$ cat src/rtl/spd_pkg.sv
package spd_pkg;
  localparam int NREQ = 4;

  typedef enum logic [2:0] {
    ST_IDLE, ST_HOLD, ST_CUT, ST_WAIT_OFF, ST_PREP, ST_WAIT_ON, ST_REL, ST_SETTLE
  } step_t;

  // Flow index equals the request bit that starts it.
  typedef enum logic [1:0] {
    FL_DN_HOLD = 2'd0, FL_DN_RUN = 2'd1, FL_UP_HOLD = 2'd2, FL_UP_RUN = 2'd3
  } flow_t;

  typedef enum logic [1:0] {
    PS_OFF = 2'd0, PS_RISING = 2'd1, PS_ON = 2'd2, PS_FALLING = 2'd3
  } pstate_t;
endpackage

$ cat src/rtl/spd_req_check.sv
module spd_req_check
  import spd_pkg::*;
(
  input  logic [NREQ-1:0] req,
  input  logic            idle,
  input  logic            dom_on,
  input  logic            sw_off,
  output logic            go,
  output flow_t           go_flow,
  output logic            bad
);
  logic [NREQ-1:0] legal;

  always_comb begin
    legal[FL_DN_HOLD] = idle && dom_on;
    legal[FL_DN_RUN]  = idle && dom_on && sw_off;
    legal[FL_UP_HOLD] = idle && !dom_on;
    legal[FL_UP_RUN]  = idle && !dom_on;
    go      = $onehot(req) && |(req & legal);
    bad     = |req && !go;
    go_flow = FL_DN_HOLD;
    for (int i = 0; i < NREQ; i++)
      if (req[i]) go_flow = flow_t'(2'(i));
  end
endmodule

$ cat src/rtl/spd_count.sv
module spd_count #(
  parameter int W = 5
) (
  input  logic         clk,
  input  logic         rst_n,
  input  logic         clr,
  output logic [W-1:0] cnt
);
  always_ff @(posedge clk or negedge rst_n) begin
    if (!rst_n)          cnt <= '0;
    else if (clr)        cnt <= '0;
    else if (cnt != '1)  cnt <= cnt + 1'b1;
  end
endmodule

$ cat src/rtl/simd_pwr_seq.sv
module simd_pwr_seq
  import spd_pkg::*;
#(
  parameter int HOLD_CYC   = 8,
  parameter int SETTLE_CYC = 20
) (
  input  logic            clk,
  input  logic            rst_n,
  input  logic [NREQ-1:0] req,
  input  logic            sw_off,
  input  logic            pwr_ack,
  output logic            core_rst_n,
  output logic            simd_rst_n,
  output logic            clamp_en,
  output logic            pwr_en,
  output logic [1:0]      status,
  output logic            may_enable,
  output logic            req_err
);
  localparam int MAXC = (HOLD_CYC > SETTLE_CYC) ? HOLD_CYC : SETTLE_CYC;
  localparam int CW   = $clog2(MAXC + 1);

  step_t          step_q;
  flow_t          flow_q, go_flow;
  logic           dom_on_q, go, bad;
  logic [CW-1:0]  cnt;
  pstate_t        ps;

  spd_req_check u_req (
    .req(req), .idle(step_q == ST_IDLE), .dom_on(dom_on_q), .sw_off(sw_off),
    .go(go), .go_flow(go_flow), .bad(bad)
  );

  spd_count #(.W(CW)) u_cnt (
    .clk(clk), .rst_n(rst_n),
    .clr(!(step_q == ST_HOLD || step_q == ST_SETTLE)),
    .cnt(cnt)
  );

  always_ff @(posedge clk or negedge rst_n) begin
    if (!rst_n) begin
      step_q     <= ST_HOLD;      // cold power-on runs the held power-down path
      flow_q     <= FL_DN_HOLD;
      core_rst_n <= 1'b0;
      simd_rst_n <= 1'b0;
      clamp_en   <= 1'b0;
      pwr_en     <= 1'b0;
      dom_on_q   <= 1'b0;
      may_enable <= 1'b0;
      req_err    <= 1'b0;
    end else begin
      req_err <= bad;
      unique case (step_q)
        ST_IDLE: if (go) begin
          flow_q <= go_flow;
          unique case (go_flow)
            FL_DN_HOLD: begin
              core_rst_n <= 1'b0; simd_rst_n <= 1'b0; may_enable <= 1'b0;
              step_q <= ST_HOLD;
            end
            FL_DN_RUN: begin
              simd_rst_n <= 1'b0; may_enable <= 1'b0;
              step_q <= ST_HOLD;
            end
            FL_UP_HOLD: begin
              core_rst_n <= 1'b0;
              step_q <= ST_PREP;
            end
            FL_UP_RUN: begin
              pwr_en <= 1'b1;
              step_q <= ST_WAIT_ON;
            end
          endcase
        end
        ST_HOLD: if (cnt == CW'(HOLD_CYC - 1)) begin
          clamp_en <= 1'b1;
          step_q   <= ST_CUT;
        end
        ST_CUT: begin
          pwr_en <= 1'b0;
          step_q <= ST_WAIT_OFF;
        end
        ST_WAIT_OFF: if (!pwr_ack) begin
          if (flow_q == FL_DN_HOLD) core_rst_n <= 1'b1;
          dom_on_q <= 1'b0;
          step_q   <= ST_IDLE;
        end
        ST_PREP: begin
          pwr_en <= 1'b1;
          step_q <= ST_WAIT_ON;
        end
        ST_WAIT_ON: if (pwr_ack) begin
          if (flow_q == FL_UP_HOLD) begin
            clamp_en <= 1'b0;
            step_q   <= ST_REL;
          end else begin
            simd_rst_n <= 1'b1;
            step_q     <= ST_SETTLE;
          end
        end
        ST_REL: begin
          core_rst_n <= 1'b1;
          simd_rst_n <= 1'b1;
          dom_on_q   <= 1'b1;
          step_q     <= ST_IDLE;
        end
        ST_SETTLE: if (cnt == CW'(SETTLE_CYC - 1)) begin
          clamp_en   <= 1'b0;
          may_enable <= 1'b1;
          dom_on_q   <= 1'b1;
          step_q     <= ST_IDLE;
        end
        default: step_q <= ST_IDLE;
      endcase
    end
  end

  always_comb begin
    if (step_q == ST_IDLE)
      ps = dom_on_q ? PS_ON : PS_OFF;
    else if (flow_q == FL_UP_HOLD || flow_q == FL_UP_RUN)
      ps = PS_RISING;
    else
      ps = PS_FALLING;
    status = ps;
  end
endmodule

$ cat config.mk
export PLATFORM = sky130hd
export DESIGN_NAME = simd_pwr_seq
export DESIGN_NICKNAME = d
export VERILOG_FILES = /design/src/rtl/spd_pkg.sv /design/src/rtl/spd_req_check.sv /design/src/rtl/spd_count.sv /design/src/rtl/simd_pwr_seq.sv
export SDC_FILE = /design/constraint.sdc
export NUM_CORES = 1
export LEC_CHECK = 0
export ABC_AREA = 1
export BUFFER_PORTS_ARGS = -buffer_cell sky130_fd_sc_hd__buf_2
export CORE_ASPECT_RATIO = 1.75
export CORE_UTILIZATION = 40
export CTS_CLUSTER_DIAMETER = 120
export DETAILED_ROUTE_END_ITERATION = 7
export GPL_ROUTABILITY_DRIVEN = 0
export HOLD_SLACK_MARGIN = 0.05
export RECOVER_POWER = 50
export SYNTH_ARGS = -nofsm -noshare
export SYNTH_HDL_FRONTEND = slang
export SYNTH_SLANG_ARGS = --single-unit
$ cat constraint.sdc
create_clock -name clk -period 3.2 [get_ports clk]
set_input_delay 0.32 -clock clk [delete_from_list [all_inputs] [get_ports clk]]
set_output_delay 0.32 -clock clk [all_outputs]
set_load 0.03 [all_outputs]
### Word level (Yosys, flattened, before mapping)

Index checks and enable logic that the tools add are counted.
Widths: inputs -> output; s select.

| word-level totals | value |
|---|---|
| register bits | 17 |
| output and inout bits | 8 |
| logic and storage cells | 111 |

| operators by class | value |
|---|---|
| add/sub/neg operators | 4 |
| equality and inequality tests | 28 |
| multiplexer cells | 38 |
| bitwise logic cells | 1 |
| reduce and logical (&&, ||, !) cells | 30 |

Operator list:

| operator | count |
|---|---|
| $pmux 3 s8 | 1 |
| $reduce_and 5->1 | 4 |
| $mux 1 | 18 |
| $ne 2x2->1 const B | 9 |
| $mux 3 | 5 |
| $pmux 1 s3 | 5 |
| $reduce_bool 3->1 | 5 |
| $eq 3x3->1 const B | 4 |
| $mux 2 | 5 |
| $mux 5 | 2 |
| $pmux 3 s3 | 1 |
| $eq 2x2->1 const B | 4 |
| $reduce_or 4->1 | 2 |
| $eq 3x1->1 const B | 2 |
| $eq 3x2->1 const B | 2 |
| $ne 2x1->1 const B | 3 |
| $reduce_and 3->1 | 2 |
| $add 5x1->5 const B | 1 |
| $eq 5x3->1 const B | 1 |
| $eq 5x5->1 const B | 1 |
| $logic_and 1x1->1 | 5 |
| $ne 5x5->1 const B | 1 |
| $add 1x1->2 | 2 |
| $and 4x4->4 | 1 |
| 11 further kinds | 15 |

### Logic depth before layout (Yosys ltp)

| logic depth | value |
|---|---|
| depth in word-level cells | 8 |
| gate-level depth with buffers | 10 |
| gate-level depth less buffers | 10 |

### Modules after synthesis

A second synthesis with hierarchy kept.

| unflattened totals | value |
|---|---|
| cell total of the unflattened synthesis | 167 |
| area, all modules | 1234.9 um2 |

By module, submodules not included:

| module | instances | cells an instance | area an instance (um2) |
|---|---|---|---|
| simd_pwr_seq | 1 | 112 | 813.3 |
| spd_count | 1 | 30 | 256.5 |
| spd_req_check | 1 | 25 | 165.2 |

### Least setup slack after synthesis

Ideal clock, no wire load.

| timing | value |
|---|---|
| path type | in2reg |
| from | in req[2] |
| to | reg core_rst_n |
| library setup time | 0.118 ns |
| arrival | 1.976 ns |
| required time | 3.082 ns |
| setup slack | 1.106 ns |
| cell stages on the path | 9 |
| path buffers | 0 |
| cell sequence | inv_1 -> ha_1 -> ha_1 -> fa_1 -> nand3b_1 -> o21bai_4 -> nand3_1 -> nand2_1 -> nand2_1 |

| between the ends | value |
|---|---|
| cells in the longest elaborated chain, start to end | 6 |
| elaborated cells between the ends (all ways) | 14 |
| those cells by class | add/sub: 2; eq/ne: 4; mux: 2; bitwise: 1; reduce/logical: 5 |

RTL lines:

| item | line | RTL |
|---|---|---|
| start: declaration | simd_pwr_seq.sv:9 | `input logic [NREQ-1:0] req,` |
| $add 1x1->2 (implied by the code) / $mux 2 (equally long branches) | spd_req_check.sv:19, spd_req_check.sv:23 |  |
| $add 3x3->3 (implied by the code) / $mux 2 (equally long branches) | spd_req_check.sv:19, spd_req_check.sv:23 |  |
| $eq 3x1->1, or another cell as far along | spd_req_check.sv:19 | `go = $onehot(req) && \|(req & legal);` |
| $logic_and 1x1->1 / $reduce_or 2->1 (equally long branches) | n/a |  |
| $ne 2x2->1 (no line) | n/a |  |
| $reduce_and 5->1 (no line) * | n/a |  |
| end signal: assignment | simd_pwr_seq.sv:44 | `core_rst_n <= 1'b0;` |
| end signal: assignment | simd_pwr_seq.sv:58 | `core_rst_n <= 1'b0; simd_rst_n <= 1'b0; may_enable <= 1'b0;` |
| end signal: assignment | simd_pwr_seq.sv:66 | `core_rst_n <= 1'b0;` |
| end: declaration | simd_pwr_seq.sv:12 | `output logic core_rst_n,` |

Mark *: on every way between the ends. The rest lies on a longest branch, timed or not.
A chain may end at the register's enable or synchronous reset.

### Final worst setup path

| timing | value |
|---|---|
| from | in req[3] |
| to | reg may_enable |

| between the ends | value |
|---|---|
| cells in the longest elaborated chain, start to end | 6 |
| elaborated cells between the ends (all ways) | 13 |
| those cells by class | add/sub: 2; eq/ne: 4; mux: 1; bitwise: 1; reduce/logical: 5 |

RTL lines:

| item | line | RTL |
|---|---|---|
| $add 1x1->2 (implied by the code) | spd_req_check.sv:19 |  |
| $add 3x3->3 (implied by the code) | spd_req_check.sv:19 |  |
| $eq 3x1->1 | spd_req_check.sv:19 |  |
| $logic_and 1x1->1 | spd_req_check.sv:19 |  |
| $ne 2x2->1 (no line) | n/a |  |
| $reduce_and 4->1 (no line) * | n/a |  |
| end signal: assignment | simd_pwr_seq.sv:49 | `may_enable <= 1'b0;` |
| end signal: assignment | simd_pwr_seq.sv:58 |  |
| end signal: assignment | simd_pwr_seq.sv:62 | `simd_rst_n <= 1'b0; may_enable <= 1'b0;` |
| end: declaration | simd_pwr_seq.sv:17 | `output logic may_enable,` |

Marked as above.

==> impl_metrics.ini <==
[status]
status = complete, no violations

[die]
die_x_um = 44.5
rows = 26
core_mm2 = 0.00296
initial_core_util = 0.427
dieArea_mm2 = 0.00340
die_h_um = 76.4
io_pins = 16

[clocking]
insertion_delay_ns = 0.26
post_cts_buffers = 0
clock-sinks = 17
cts_tree = built
cts.htree.levels = 1
clockBufferDepth = 2
cts_inserted_buffers = 3
clockRootBuffer = clkbuf_8
clk_pin_slew_ns = 0.07

[setup_path]
cp-end-kind = flip-flop
start_kind = input port
r2r_slack_ns = 1.60
crit_type = in2reg
r2r_start = u_cnt.cnt[0]
crit_path_max_fanout = 10
r2r_cells = 8
required_ns = 3.35
cp.arrival_ns = 2.24
r2r-end = u_cnt.cnt[3]

[placed_design]
dpl.hpwl_mm = 2.08
dpl-instance-area_mm2 = 0.00136
place_ws_ns = 0.820
port_buffers = 15

[synth]
syn_avg_cell_area_um2 = 7.44
syn_area_mm2 = 0.00126
syn_nets = 187
seq_area_frac_synth = 0.337
yosys_warnings = 0
netlist_instances = 170
yosysUniqueCellTypes = 28
synth-seq-cells = 17

[sta]
finalClockSkew_ns = 0.00345
slew_violations = 0
fin_setup_tns_ns = 0
tightest_slew_ns = 0.986
slew_headroom = 0.343
worst_slack_ns = 1.12
period_minus_slack_ns = 2.08
setup_viol = 0
post-route-period-util = 0.651
max_freq_ghz = 0.480
final-hold-violation-count = 0
rsz0062_at_grt = false

[detailed_routing]
drcViolationCount = 0
wl_per_cell_um = 11.1
routed_wl_mm = 2.55
viasPerCell = 4.95
vias = 1133
ant_nets = 0
drt-pass1-iter-count = 5
drt_iter0_drc = 17

[finish]
area_growth_pct = 11.6
fin_util = 0.477
fin_area_mm2 = 0.00141
multi_input_area_um2 = 708
layout_commonest_cell = nand2_1
drive_gt1_frac = 0.176
seqCellArea_um2 = 427
nets = 205
mostFrequentLayoutCells = nand2_1, inv_1, nor2_1
antennaDiodeCount = 0
num-fill-cells = 310

[global_route]
grt_pass1_wl_mm = 4.69
antenna_found_initial = 0
grt_max_degree = 18
grt_pass1_vias = 1212
grt_overflow = 0
grt_usage = 0.182

[power]
power_density_mw_per_mm2 = 828
vdd_drop_max_uv = 354
total_power_uw = 1170
leakage_uw = 0.000760

[hold_path]
whs_endpoint = core_rst_n
hold_path_depth = 2
hold_path.startpoint = core_rst_n
worstHoldPathType = reg2reg

[job]
drv_cap = 0
[metal layers]
metal,routed length (um),vias to the layer above,global-route usage,share of wire
li1,-,575,-,-
met3,103,5,0.0284,0.040
met2,1410,28,0.334,0.55
met4,55,0,0.0909,0.022
met5,0,-,0,0
met1,983,525,0.184,0.39
[flip-flops by register name, indices dropped and copies added (netlist names)]
register and cells:
u_cnt.cnt 5, step_q 3, flow_q 2, clamp_en 1
core_rst_n 1, dom_on_q 1, may_enable 1, pwr_en 1
req_err 1, simd_rst_n 1
[cells by family after synthesis]
group | synth area share
buf+inv | 0.103
fa+ha+maj | 0.0950
xor+xnor | 0.00693
flops | 0.337
simple gates | 0.383
compound gates | 0.0752
[final cells by class]
type | instances | area share
well taps | 42 | 0.0372
inverters | 26 | 0.0709
clock buffers | 4 | 0.0319
flip-flops and latches | 17 | 0.302
repair buffers | 16 | 0.0559
multi-input cells | 124 | 0.502
[critical path, cell delays in order]
cell and delay (ns):
buf_2 0.11, inv_1 0.11, ha_1 0.25, ha_1 0.20
fa_1 0.42, nand3b_1 0.27, o21bai_4 0.31, nand3_1 0.12
nand2_1 0.08, nand2_1 0.05
[stage by stage]
| step | cells | hold WS, ns |
|---|---|---|
| 2_1_floorplan | 170 | 0.0244 |
| 3_3_place_gp | 224 | 0.278 |
| 3_5_place_dp | 224 | 0.284 |
| 4_1_cts | 229 | 0.473 |
| 5_1_grt | 229 | 0.496 |
| 6_report | 229 | 0.470 |
[synthesized netlist by cell type, drive strengths merged]
library cell	count	share of area
a21oi	5	0.020
a31oi	2	0.0099
buf	3	0.024
dfrtp	16	0.32
dfstp	1	0.021
fa	1	0.016
ha	8	0.079
inv	26	0.079
nand2	52	0.17
nand3	15	0.071
nand3b	1	0.0059
nand4	6	0.035
nor2	23	0.088
nor3	2	0.017
o2111ai	1	0.0069
o21ai	6	0.024
o21bai	1	0.015
xor2	1	0.0069
[repair_timing]
item / 4_1_cts / 5_1_grt
hold buffers: 1 / 0
hold endpoints to repair: 16 / 0
gates resized for setup: 0 / 0
setup endpoints to repair: 0 / 0
[where the power goes]
| part | leakage [uW] | internal (uW) | total [uW] | switching, uW |
|---|---|---|---|---|
| registers | 0.000215 | 288 | 383 | 94.6 |
| clock network | 0.0000228 | 88.6 | 164 | 75.3 |
| logic | 0.000523 | 212 | 623 | 411 |
| total | 0.000760 | 588 | 1170 | 581 |
[worst max-delay path by stage]
stage               startpoint         end  slack [ns]  depth (start not counted)
finish                  req[3]  may_enable        1.12                         10
global placement        req[1]  may_enable        0.87                         10
CTS                     req[1]  may_enable        1.08                         10
floorplan               req[2]  core_rst_n        1.11                          9
detailed placement      req[1]  may_enable        0.82                         10
global route            req[3]  may_enable        0.97                         10
Power figures use the tool's default switching activity.
